**src/rtl/ddr2_chk_pkg.sv**
```systemverilog
package ddr2_chk_pkg;

  typedef enum logic [2:0] {
    CMD_NOP = 3'd0,
    CMD_ACT = 3'd1,
    CMD_RD  = 3'd2,
    CMD_WR  = 3'd3,
    CMD_PRE = 3'd4,
    CMD_REF = 3'd5
  } cmd_e;

  localparam int NRULE  = 11;
  localparam int V_RCD  = 0;
  localparam int V_RP   = 1;
  localparam int V_RC   = 2;
  localparam int V_RAS  = 3;
  localparam int V_RMAX = 4;
  localparam int V_RRD  = 5;
  localparam int V_FAW  = 6;
  localparam int V_CCD  = 7;
  localparam int V_WR   = 8;
  localparam int V_WTR  = 9;
  localparam int V_RTP  = 10;

endpackage

```
**src/rtl/ddr2_gap_cnt.sv**
```systemverilog
// Saturating age counter: cycles since the last event, reads as max after reset.
module ddr2_gap_cnt #(
  parameter int AW = 8
) (
  input  logic          clk_i,
  input  logic          rst_ni,
  input  logic          evt_i,
  output logic [AW-1:0] age_o
);

  localparam logic [AW-1:0] SAT = '1;

  logic [AW-1:0] age_q;

  always_ff @(posedge clk_i or negedge rst_ni) begin
    if (!rst_ni)          age_q <= SAT;
    else if (evt_i)       age_q <= AW'(1);
    else if (age_q != SAT) age_q <= age_q + AW'(1);
  end

  assign age_o = age_q;

  a_r12_age_monotonic: assert property (@(posedge clk_i) disable iff (!rst_ni)
    !evt_i |=> age_o >= $past(age_o));

endmodule

```
**src/rtl/ddr2_bank_trk.sv**
```systemverilog
// Per-bank row timing state and same-bank rule checks.
module ddr2_bank_trk
  import ddr2_chk_pkg::*;
#(
  parameter int AW        = 15,
  parameter int T_RCD     = 5,
  parameter int T_RP      = 5,
  parameter int T_RC      = 23,
  parameter int T_RAS     = 18,
  parameter int T_RAS_MAX = 28000,
  parameter int WR_GAP    = 8,
  parameter int T_RTP     = 3
) (
  input  logic clk_i,
  input  logic rst_ni,
  input  cmd_e cmd_i,
  input  logic hit_i,
  output logic v_rcd_o,
  output logic v_rp_o,
  output logic v_rc_o,
  output logic act_young_o,
  output logic v_ras_o,
  output logic v_rmax_o,
  output logic v_wr_o,
  output logic v_rtp_o
);

  localparam logic [AW-1:0] L_RCD  = AW'(T_RCD);
  localparam logic [AW-1:0] L_RP   = AW'(T_RP);
  localparam logic [AW-1:0] L_RC   = AW'(T_RC);
  localparam logic [AW-1:0] L_RAS  = AW'(T_RAS);
  localparam logic [AW-1:0] L_RMAX = AW'(T_RAS_MAX + 1);
  localparam logic [AW-1:0] L_WR   = AW'(WR_GAP);
  localparam logic [AW-1:0] L_RTP  = AW'(T_RTP);

  logic [AW-1:0] age_act, age_pre, age_rd, age_wr;
  logic is_act, is_pre, is_rd, is_wr, open_q;

  assign is_act = hit_i && (cmd_i == CMD_ACT);
  assign is_pre = hit_i && (cmd_i == CMD_PRE);
  assign is_rd  = hit_i && (cmd_i == CMD_RD);
  assign is_wr  = hit_i && (cmd_i == CMD_WR);

  ddr2_gap_cnt #(.AW(AW)) u_act (.clk_i, .rst_ni, .evt_i(is_act), .age_o(age_act));
  ddr2_gap_cnt #(.AW(AW)) u_pre (.clk_i, .rst_ni, .evt_i(is_pre), .age_o(age_pre));
  ddr2_gap_cnt #(.AW(AW)) u_rd  (.clk_i, .rst_ni, .evt_i(is_rd),  .age_o(age_rd));
  ddr2_gap_cnt #(.AW(AW)) u_wr  (.clk_i, .rst_ni, .evt_i(is_wr),  .age_o(age_wr));

  always_ff @(posedge clk_i or negedge rst_ni) begin
    if (!rst_ni)     open_q <= 1'b0;
    else if (is_act) open_q <= 1'b1;
    else if (is_pre) open_q <= 1'b0;
  end

  assign v_rcd_o     = (is_rd || is_wr) && (age_act < L_RCD);
  assign v_rp_o      = is_act && (age_pre < L_RP);
  assign v_rc_o      = is_act && (age_act < L_RC);
  assign act_young_o = age_act < L_RC;
  assign v_ras_o     = is_pre && (age_act < L_RAS);
  assign v_rmax_o    = open_q && (age_act == L_RMAX);
  assign v_wr_o      = is_pre && (age_wr < L_WR);
  assign v_rtp_o     = is_pre && (age_rd < L_RTP);

  a_r1_rcd_on_col: assert property (@(posedge clk_i) disable iff (!rst_ni)
    v_rcd_o |-> hit_i && (cmd_i == CMD_RD || cmd_i == CMD_WR));
  a_r5_single_pulse: assert property (@(posedge clk_i) disable iff (!rst_ni)
    v_rmax_o |=> !v_rmax_o);
  a_r4_ras_needs_pre: assert property (@(posedge clk_i) disable iff (!rst_ni)
    (v_ras_o || v_wr_o || v_rtp_o) |-> cmd_i == CMD_PRE);

endmodule

```
**config.mk**
```make
export PLATFORM = sky130hd
export DESIGN_NAME = ddr2_bank_trk
export DESIGN_NICKNAME = d
export VERILOG_FILES = /design/src/rtl/ddr2_chk_pkg.sv /design/src/rtl/ddr2_gap_cnt.sv /design/src/rtl/ddr2_bank_trk.sv
export SDC_FILE = /design/constraint.sdc
export NUM_CORES = 1
export LEC_CHECK = 0
export BUFFER_PORTS_ARGS = -buffer_cell sky130_fd_sc_hd__buf_2
export CELL_PAD_IN_SITES_DETAIL_PLACEMENT = 1
export CELL_PAD_IN_SITES_GLOBAL_PLACEMENT = 2
export CORE_MARGIN = 8
export CORE_UTILIZATION = 29
export CTS_CLUSTER_DIAMETER = 50
export DETAILED_ROUTE_END_ITERATION = 12
export GPL_TIMING_DRIVEN = 0
export PLACE_DENSITY = 0.72
export SETUP_SLACK_MARGIN = 0.05
export SKIP_LAST_GASP = 1
export SLEW_MARGIN = 20
export SYNTH_ARGS = -nofsm -noshare
export SYNTH_HDL_FRONTEND = slang
export SYNTH_SLANG_ARGS = --single-unit
```
**constraint.sdc**
```tcl
create_clock -name clk_i -period 4.3 [get_ports clk_i]
set_input_delay 0.43 -clock clk_i [delete_from_list [all_inputs] [get_ports clk_i]]
set_output_delay 0.43 -clock clk_i [all_outputs]
set_load 0.01 [all_outputs]
```
# --- Yosys cells after proc, flatten, opt, wreduce, memory -nomap -nowiden ---
# Cells that the tools add are included.
classes:
  muxes: 10
  eq_ne: 9
  reduce_logical: 17
  magnitude_cmp: 6
  n_addsub: 4
op_table:
  columns: ["op", "count"]
  rows:
  - ["15-bit two-way mux", 8]
  - ["15-bit by 1-bit adder with 15-bit output (second input constant)", 4]
  - ["15-bit != test (second input constant)", 4]
  - ["15-bit by 3-bit less-than comparator with 1-bit output (second input constant)", 2]
  - ["15-bit by 5-bit less-than comparator with 1-bit output (second input constant)", 2]
  - ["15-bit equality test (second input constant)", 1]
  - ["15-bit by 2-bit less-than comparator with 1-bit output (second input constant)", 1]
  - ["15-bit by 4-bit less-than comparator with 1-bit output (second input constant)", 1]
  - ["1-bit logical AND", 11]
  - ["2-bit nonzero test", 5]
  - ["3-bit by 2-bit equality test with 1-bit output (second input constant)", 2]
  - ["3-bit by 1-bit equality test with 1-bit output (second input constant)", 1]
  - ["3-bit equality test (second input constant)", 1]
  - ["1-bit two-way mux", 2]
  - ["1-bit logical OR", 1]
word_totals:
  inputBits: 6
  wordCells: 51
  output_inout_bits: 8
  register_bits: 61

# --- Logic depth before layout (Yosys ltp) ---
# Gate-level depths: netlist of the first run.
depth:
  depth_word: 4
  ltp_mapped: 6
  depth_no_buf: 5

# --- Modules after synthesis ---
# A second synthesis of the first run with hierarchy kept.
unflattened:
  cells_unflattened: 373
  hier_area_um2: 3623.5
modules_own_cells:
  columns: ["mod", "seq_area_each_um2", "instances", "area_per_inst_um2", "cells_each"]
  rows:
  - ["ddr2_gap_cnt at u_act ...", 394.1, 3, 834.6, 81]
  - ["ddr2_gap_cnt at u_rd", 394.1, 1, 825.8, 83]
  - ["ddr2_bank_trk", 25.0, 1, 294.0, 47]

# --- Least setup slack after synthesis of the first run ---
# No wires, ideal clock.
synth_path:
  kind: "reg-to-output"
  startpoint: "reg u_act.age_q[6], in the netlist u_act.age_o[6]"
  endpoint: "out v_rc_o"
  stages_incl_launch_ff: 6
  t_required_ns: 3.870
  arrival_ns: 1.446
  setup_slack_ns: 2.424
  n_path_buf: 1
  path_cell_list: "dfstp_2 -> buf_4 -> nor4_1 -> nand4_1 -> a41oi_1 -> and2_1"
synth_via:
  elab_chain_len: 2
synth_rtl:
  columns: ["element", "line", "text"]
  rows:
  - ["from (decl)", "ddr2_gap_cnt.sv:13", "logic [AW-1:0] age_q;"]
  - ["from (signal assigned)", "ddr2_gap_cnt.sv:18", "else if (age_q != SAT) age_q <= age_q + AW'(1);"]
  - ["15-bit by 5-bit less-than comparator with 1-bit output", null, null]
  - ["via act_young_o", "ddr2_bank_trk.sv:21", "output logic act_young_o,"]
  - ["1-bit logical AND", "ddr2_bank_trk.sv:57", "assign v_rc_o = is_act && (age_act < L_RC);"]
  - ["to (decl)", "ddr2_bank_trk.sv:20", "output logic v_rc_o,"]
# The timed path passes the listed nets, and every way through them passes these cells.

# --- Worst setup path in the final report of the first run ---
layout_path:
  startpoint: "reg u_rd.age_q[9], in the netlist u_rd.age_o[9]"
  endpoint: "out v_rtp_o"
layout_via:
  elab_chain_len: 2
layout_rtl:
  columns: ["element", "line", "text"]
  rows:
  - ["from (decl)", "ddr2_gap_cnt.sv:13", null]
  - ["from (signal assigned)", "ddr2_gap_cnt.sv:18", null]
  - ["15-bit by 2-bit less-than comparator with 1-bit output", "ddr2_bank_trk.sv:62", "assign v_rtp_o = is_pre && (age_rd < L_RTP);"]
  - ["1-bit logical AND", "ddr2_bank_trk.sv:62", null]
  - ["to (decl)", "ddr2_bank_trk.sv:25", "output logic v_rtp_o"]
# No other way between the ends.

==> metrics, run 1 <==
Worst path slowest cell=or4_1; first-pass GRT wire length=16450 µm; Root Buffer=clkbuf_16; Rel. slew slack=0.5625; # fillers=1368; Ant. Diodes=0; detailed-route via count=3036; Fin. Hold Viols=0; CP Cell Sequence=or4_1, a2111oi_0, and4_1, buf_2; Final #Nets=406; DP HPWL=6518 µm; drt total wl=9414 µm; clock latency at the later pin of the worst-skew pair=340 ps; hold_buf cts=0; CP bufs+invs=1; Layout Skew=8.889 ps; Max Freq=403.4 MHz; Bufs on Longest Clock Path=2; unrepaired setup endpoints after global routing=false; CTS tree=built; Crit path required time=3870 ps; post_cts resized=0; Crit Path Category=reg2out; CP peak stage delay=530 ps; area leader, netlist=dfstp_2; startpoint types=register; Die X=126.5 µm; Netlist cell types=54; CP max FO=5; endpoints failing setup=0; worst-margin pin slew=656.3 ps; total CTS buffers=9; Worst EP arrival=2050 ps; routability cong.=0.7676; DIE AREA=0.01600 mm²; Post-route DRC=0; min setup slack post-route=1821 ps; PD cells=539.2 mW/mm²; Synth Area in Compound Gates=0.1410; io pins=14; maxcap violations=0; top cells by area, synth=dfstp_2 (45%), nand2_1 (4.0%), a21oi_1 (3.0%); Area growth syn-to-layout=16.68%; cell area after synthesis=0.003540 mm²; Hold Crit Class=in2async; post-place setup slack=1883 ps; post-synthesis adder-cell area fraction=0.01767; via/cell ratio=5.550; total track usage=0.1270; share of cells above drive strength 1=0.2650; XOR/XNOR share of the synthesized area=0.04701; CP delay by family, top=simple AND/OR/NAND/NOR gates; Syn Inst Count=370; Max VDD drop=232.4 µV; First-pass DRT Iterations=4; fin crit period=2479 ps; syn nets=381; H-tree Lvls=3; post-synthesis sequential area ratio=0.4525; Clock transition at path regs=60 ps; setup bufs post-CTS=0; GRT overflow=0; largest family of logic cells by synthesized area=simple AND/OR/NAND/NOR gates; Seq cells post-synth=61; post-synthesis simple-gate area fraction=0.2955; CP Capture Type=primary output; Synth Area per Inst=9.567 µm²; Min Hold Slack=213.9 ps; run status=finished, final reports clean; vias in the first global route=3181; Leak Pwr=1.533 nW; Max Slew Vio Count=0; EDFF count, synth=0; Clock Sinks=61; Final ANT Viol Nets=0; period utilisation layout=0.5766; initial DRC count=141; die span in y=126.5 µm; PortBufs=13; initial antenna violation count=0; synth warn=0; Synth top area share=0.4454; Main synth FF type=dfstp_2; Core Area=0.01196 mm²; mux contribution to synthesized area=0.01979; Placement Rows=40; asr flop ratio synth=1.000; largest net degree at the start of global routing=44; wire length per cell=17.21 µm; Fin Setup TNS=0 ps; Initial Util=0.2959
## stage by stage
stage	instances	power, mW	utilization	cell area (µm²)
after floorplan	370	1.296	-	3540
after global placement	530	1.449	0.3167	3789
after detailed placement	531	1.471	0.3192	3819
after CTS	547	2.254	0.3453	4130
after global routing	547	2.375	0.3453	4130
final	547	2.227	0.3453	4130
## path summary, 6_finish.rpt
path                            depth (start not counted)  slack, ps                          end                       from
worst max register to register                          5       2230    u_rd.age_o[6]$_DFFE_PN1P_  u_rd.age_o[0]$_DFFE_PN1P_
worst max-delay path                                    4       1820                      v_rtp_o  u_rd.age_o[9]$_DFFE_PN1P_
worst min register to register                          2        490    u_rd.age_o[1]$_DFFE_PN1P_  u_rd.age_o[1]$_DFFE_PN1P_
worst min-delay path                                    1        210   u_rd.age_o[12]$_DFFE_PN1P_                     rst_ni
min in group clk_i                                      2        490    u_rd.age_o[1]$_DFFE_PN1P_  u_rd.age_o[1]$_DFFE_PN1P_
max in group asynchronous                               2       3750  u_act.age_o[10]$_DFFE_PN1P_                     rst_ni
## cell type report
class / instances / area [µm²] / share of cell area
sequential: 61 / 1602 / 0.3878
buffer: 12 / 63.81 / 0.01545
clock inverter: 4 / 45.04 / 0.01091
clock buffer: 12 / 266.5 / 0.06453
inverter: 8 / 30.03 / 0.007271
tap: 147 / 183.9 / 0.04453
timing repair buffer: 14 / 95.09 / 0.02302
multi-input combinational: 289 / 1844 / 0.4465
## cell usage in the layout (no fill, tap or decap), types with 9 or more instances in the layout
| master | count |
|---|---|
| o21ai_0 | 21 |
| a21oi_1 | 21 |
| nand3_1 | 21 |
| dfstp_2 | 60 |
| buf_2 | 14 |
| xnor2_1 | 11 |
| and3_1 | 11 |
| nor3_1 | 17 |
| nand2_1 | 38 |
| nor4_1 | 16 |
| nand4_1 | 12 |
| clkbuf_16 | 9 |
| nor2_1 | 23 |
## sequential cells by signal (all words and copies together) (netlist names)
signal       flops
open_q           1
u_pre.age_o     15
u_act.age_o     15
u_wr.age_o      15
u_rd.age_o      15
## cells by family (layout without fill, tap and decap cells)
group,after synthesis,count (layout)
muxes,7,7
buffers and inverters,20,50
xor gates and xnor gates,19,19
AOI/OAI and AO/OA,78,78
and+or+nand+nor,180,180
adders and majority gates,5,5
DFF,61,61
## where the power goes
| group | switching, mW | internal (mW) |
|---|---|---|
| clock | 0.272 | 0.493 |
| sequential | 0.170 | 0.799 |
| combinational | 0.281 | 0.213 |
## cells in the mapped netlist (3+ instances only)
cell type  count
nand3_1       21
inv_1          8
ha_1           5
nor3_1        17
clkbuf_1       6
o21a_1         6
nand2b_1       4
xnor2_1       11
nor4_1        16
and3_1        11
a31oi_1        6
mux2i_1        7
xor2_1         8
a211oi_1       3
o21ai_0       21
and4_1         6
nand4_1       12
o311ai_0       5
and2_1         3
a21oi_1       21
nand2_1       38
nor2_1        23
dfstp_2       60
o41ai_1        4
or3_1          8
## routing by layer
metal	routed length (µm)	GRT usage
met4	159	0.05308
met2	4641	0.2053
met3	157	0.02681
met5	0	0
met1	4455	0.1611
Power figures use the tool's default switching activity.
==> run 2: changes to the inputs <==
==> constraint.sdc (replaced) <==
create_clock -name clk_i -period 2.3 [get_ports clk_i]
set_input_delay 0.23 -clock clk_i [delete_from_list [all_inputs] [get_ports clk_i]]
set_output_delay 0.23 -clock clk_i [all_outputs]
set_load 0.01 [all_outputs]
==> run 2 against run 1 <==
Combinational power increased by 98%. Critical path depth unchanged. Via count increased by 1.1%. Non-clock buffer count increased by 3. Count of clock-buffer cells in the layout unchanged. Highest routed layer unchanged. Utilization increased by 0.53 points. Critical endpoint is now v_rc_o. Setup slack got worse by 1700 ps. Largest cell class unchanged.
==> metrics, run 2 (synthesis gave the netlist of run 1 again) <==
Max Slew Vio Count=0 (unchanged); largest net degree at the start of global routing=44 (unchanged); CP Cell Sequence=nor4b_1, a41oi_2, and2_1, buf_2 (was or4_1, a2111oi_0, and4_1, buf_2); H-tree Lvls=3 (unchanged); PortBufs=13 (unchanged); DP Cell Count=531 (unchanged); post-place setup slack=261.1 ps (was 1883 ps); total CTS buffers=9 (unchanged); initial antenna violation count=0 (unchanged); CP peak stage delay=610 ps (was 530 ps); CP bufs+invs=1 (unchanged); min setup slack post-route=137.2 ps (was 1821 ps); period utilisation layout=0.9403; Max Freq=462.4 MHz; Layout Skew=8.862 ps (was 8.889 ps); Critical Path Source=u_act.age_o[4]$_DFFE_PN1P_ (was u_rd.age_o[9]$_DFFE_PN1P_); via/cell ratio=5.580 (was 5.550); worst-margin pin slew=664.3 ps (was 656.3 ps); Worst EP arrival=1930 ps (was 2050 ps); fin crit period=2163 ps; Die X=126.5 µm (unchanged); final design utilization=0.3506 (was 0.3453); commonest non-fill, non-tap cell in the layout=dfstp_2 (unchanged); Crit path depth=4 (unchanged); drt total wl=9459 µm (was 9414 µm); initial DRC count=118 (was 141); First-pass DRT Iterations=4 (unchanged); Clock Sinks=61 (unchanged); wire length per cell=17.20 µm (was 17.21 µm); routability cong.=0.7676 (unchanged); run status=finished, final reports clean (unchanged); Final ANT Viol Nets=0 (unchanged); Initial Util=0.2959 (unchanged); Crit Path Category=reg2out (unchanged); maxcap violations=0 (unchanged); unrepaired setup endpoints after global routing=true (was false); Placement Rows=40 (unchanged); io pins=14 (unchanged); share of cells above drive strength 1=0.2829 (was 0.2650); fin area=0.004194 mm² (was 0.004130 mm²); Bufs on Longest Clock Path=2 (unchanged); Area growth syn-to-layout=18.49% (was 16.68%); Fin Setup TNS=0 ps (unchanged); Rel. slew slack=0.5571 (was 0.5625); Post-route DRC=0 (unchanged); Max VDD drop=436.5 µV (was 232.4 µV); Worst path slowest cell=dfstp_2 (was or4_1); CP delay by family, top=simple AND/OR/NAND/NOR gates (unchanged); most frequent cells in the layout=dfstp_2 (60), nand2_1 (38), nor2_1 (23) (unchanged); Crit path required time=2070 ps (was 3870 ps); PD cells=1010 mW/mm² (was 539.2 mW/mm²); first-pass GRT wire length=16470 µm (was 16450 µm); total power draw=4.237 mW (was 2.227 mW); Leak Pwr=1.555 nW (was 1.533 nW); Min Hold Slack=14.50 ps (was 213.9 ps); detailed-route via count=3069 (was 3036); Clock transition at path regs=60 ps (about the same); Setup crit end=v_rc_o (was v_rtp_o); endpoints failing setup=0 (unchanged); GRT overflow=0 (unchanged); r2r setup slk=200 ps (was 2230 ps); Ant. Diodes=0 (unchanged); Final #Nets=409 (was 406); hold_buf cts=0 (unchanged); CP max FO=8 (was 5); reg2reg start=u_act.age_o[1]$_DFFE_PN1P_ (was u_rd.age_o[0]$_DFFE_PN1P_); area post-placement=0.003819 mm² (unchanged); startpoint types=register (unchanged); DP HPWL=6518 µm (unchanged); clock latency at the later pin of the worst-skew pair=340 ps (about the same); die span in y=126.5 µm (unchanged); vias in the first global route=3182 (was 3181); FF-to-FF path depth=5 (unchanged); DIE AREA=0.01600 mm² (unchanged); Core Area=0.01196 mm² (unchanged); Hold Crit Class=in2async (unchanged); Root Buffer=clkbuf_16 (unchanged); Fin. Hold Viols=0 (unchanged); total track usage=0.1272 (was 0.1270); r2r endpoint=u_act.age_o[5]$_DFFE_PN1P_ (was u_rd.age_o[6]$_DFFE_PN1P_); CP Capture Type=primary output (unchanged); final non-filler cell total=550 (was 547); CTS tree=built (unchanged)
[run 2: how the worst min path moves through the flow]
stage / startpoint / end / depth (start not counted) / slack (ps)
floorplan: rst_ni / open_q$_DFFE_PN0P_ / 0 / -70
global placement: u_rd.age_o[1]$_DFFE_PN1P_ / u_rd.age_o[1]$_DFFE_PN1P_ / 2 / 470
detailed placement: rst_ni / u_rd.age_o[12]$_DFFE_PN1P_ / 1 / 390
CTS: rst_ni / u_rd.age_o[12]$_DFFE_PN1P_ / 1 / 20
global route: rst_ni / u_rd.age_o[12]$_DFFE_PN1P_ / 1 / 40
finish: rst_ni / u_rd.age_o[12]$_DFFE_PN1P_ / 1 / 10
[run 2: timing repair]
item / 4_1_cts / 5_1_grt
buffers inserted: 0 / 3
gates resized for setup: 3 / 4
setup endpoints to repair: 2 / 4
pin swaps: 0 / 1
[run 2: area by class of cell]
class	count	area (µm²)
flip-flops and latches	61	1602
clock buffers	12	266.5
clock inverters	4	45.04
fillers	1366	7767
well taps	147	183.9
repair buffers	17	117.6
inverters	8	30.03
multi-input cells	289	1886
plain buffers	12	63.81
[run 2: where the power goes]
part	switching [mW]	total [mW]	internal [mW]	leakage, nW
clock	0.507	1.43	0.921	0.158
combinational	0.540	0.978	0.438	0.762
sequential	0.335	1.83	1.49	0.635
[run 2: per-layer routing]
| layer | up-vias | track usage | part of all wire |
|---|---|---|---|
| met5 | - | 0 | 0 |
| met4 | 0 | 0.05308 | 0.017 |
| met3 | 12 | 0.02681 | 0.026 |
| met2 | 31 | 0.2057 | 0.49 |
| met1 | 1561 | 0.1613 | 0.46 |
| li1 | 1465 | - | - |
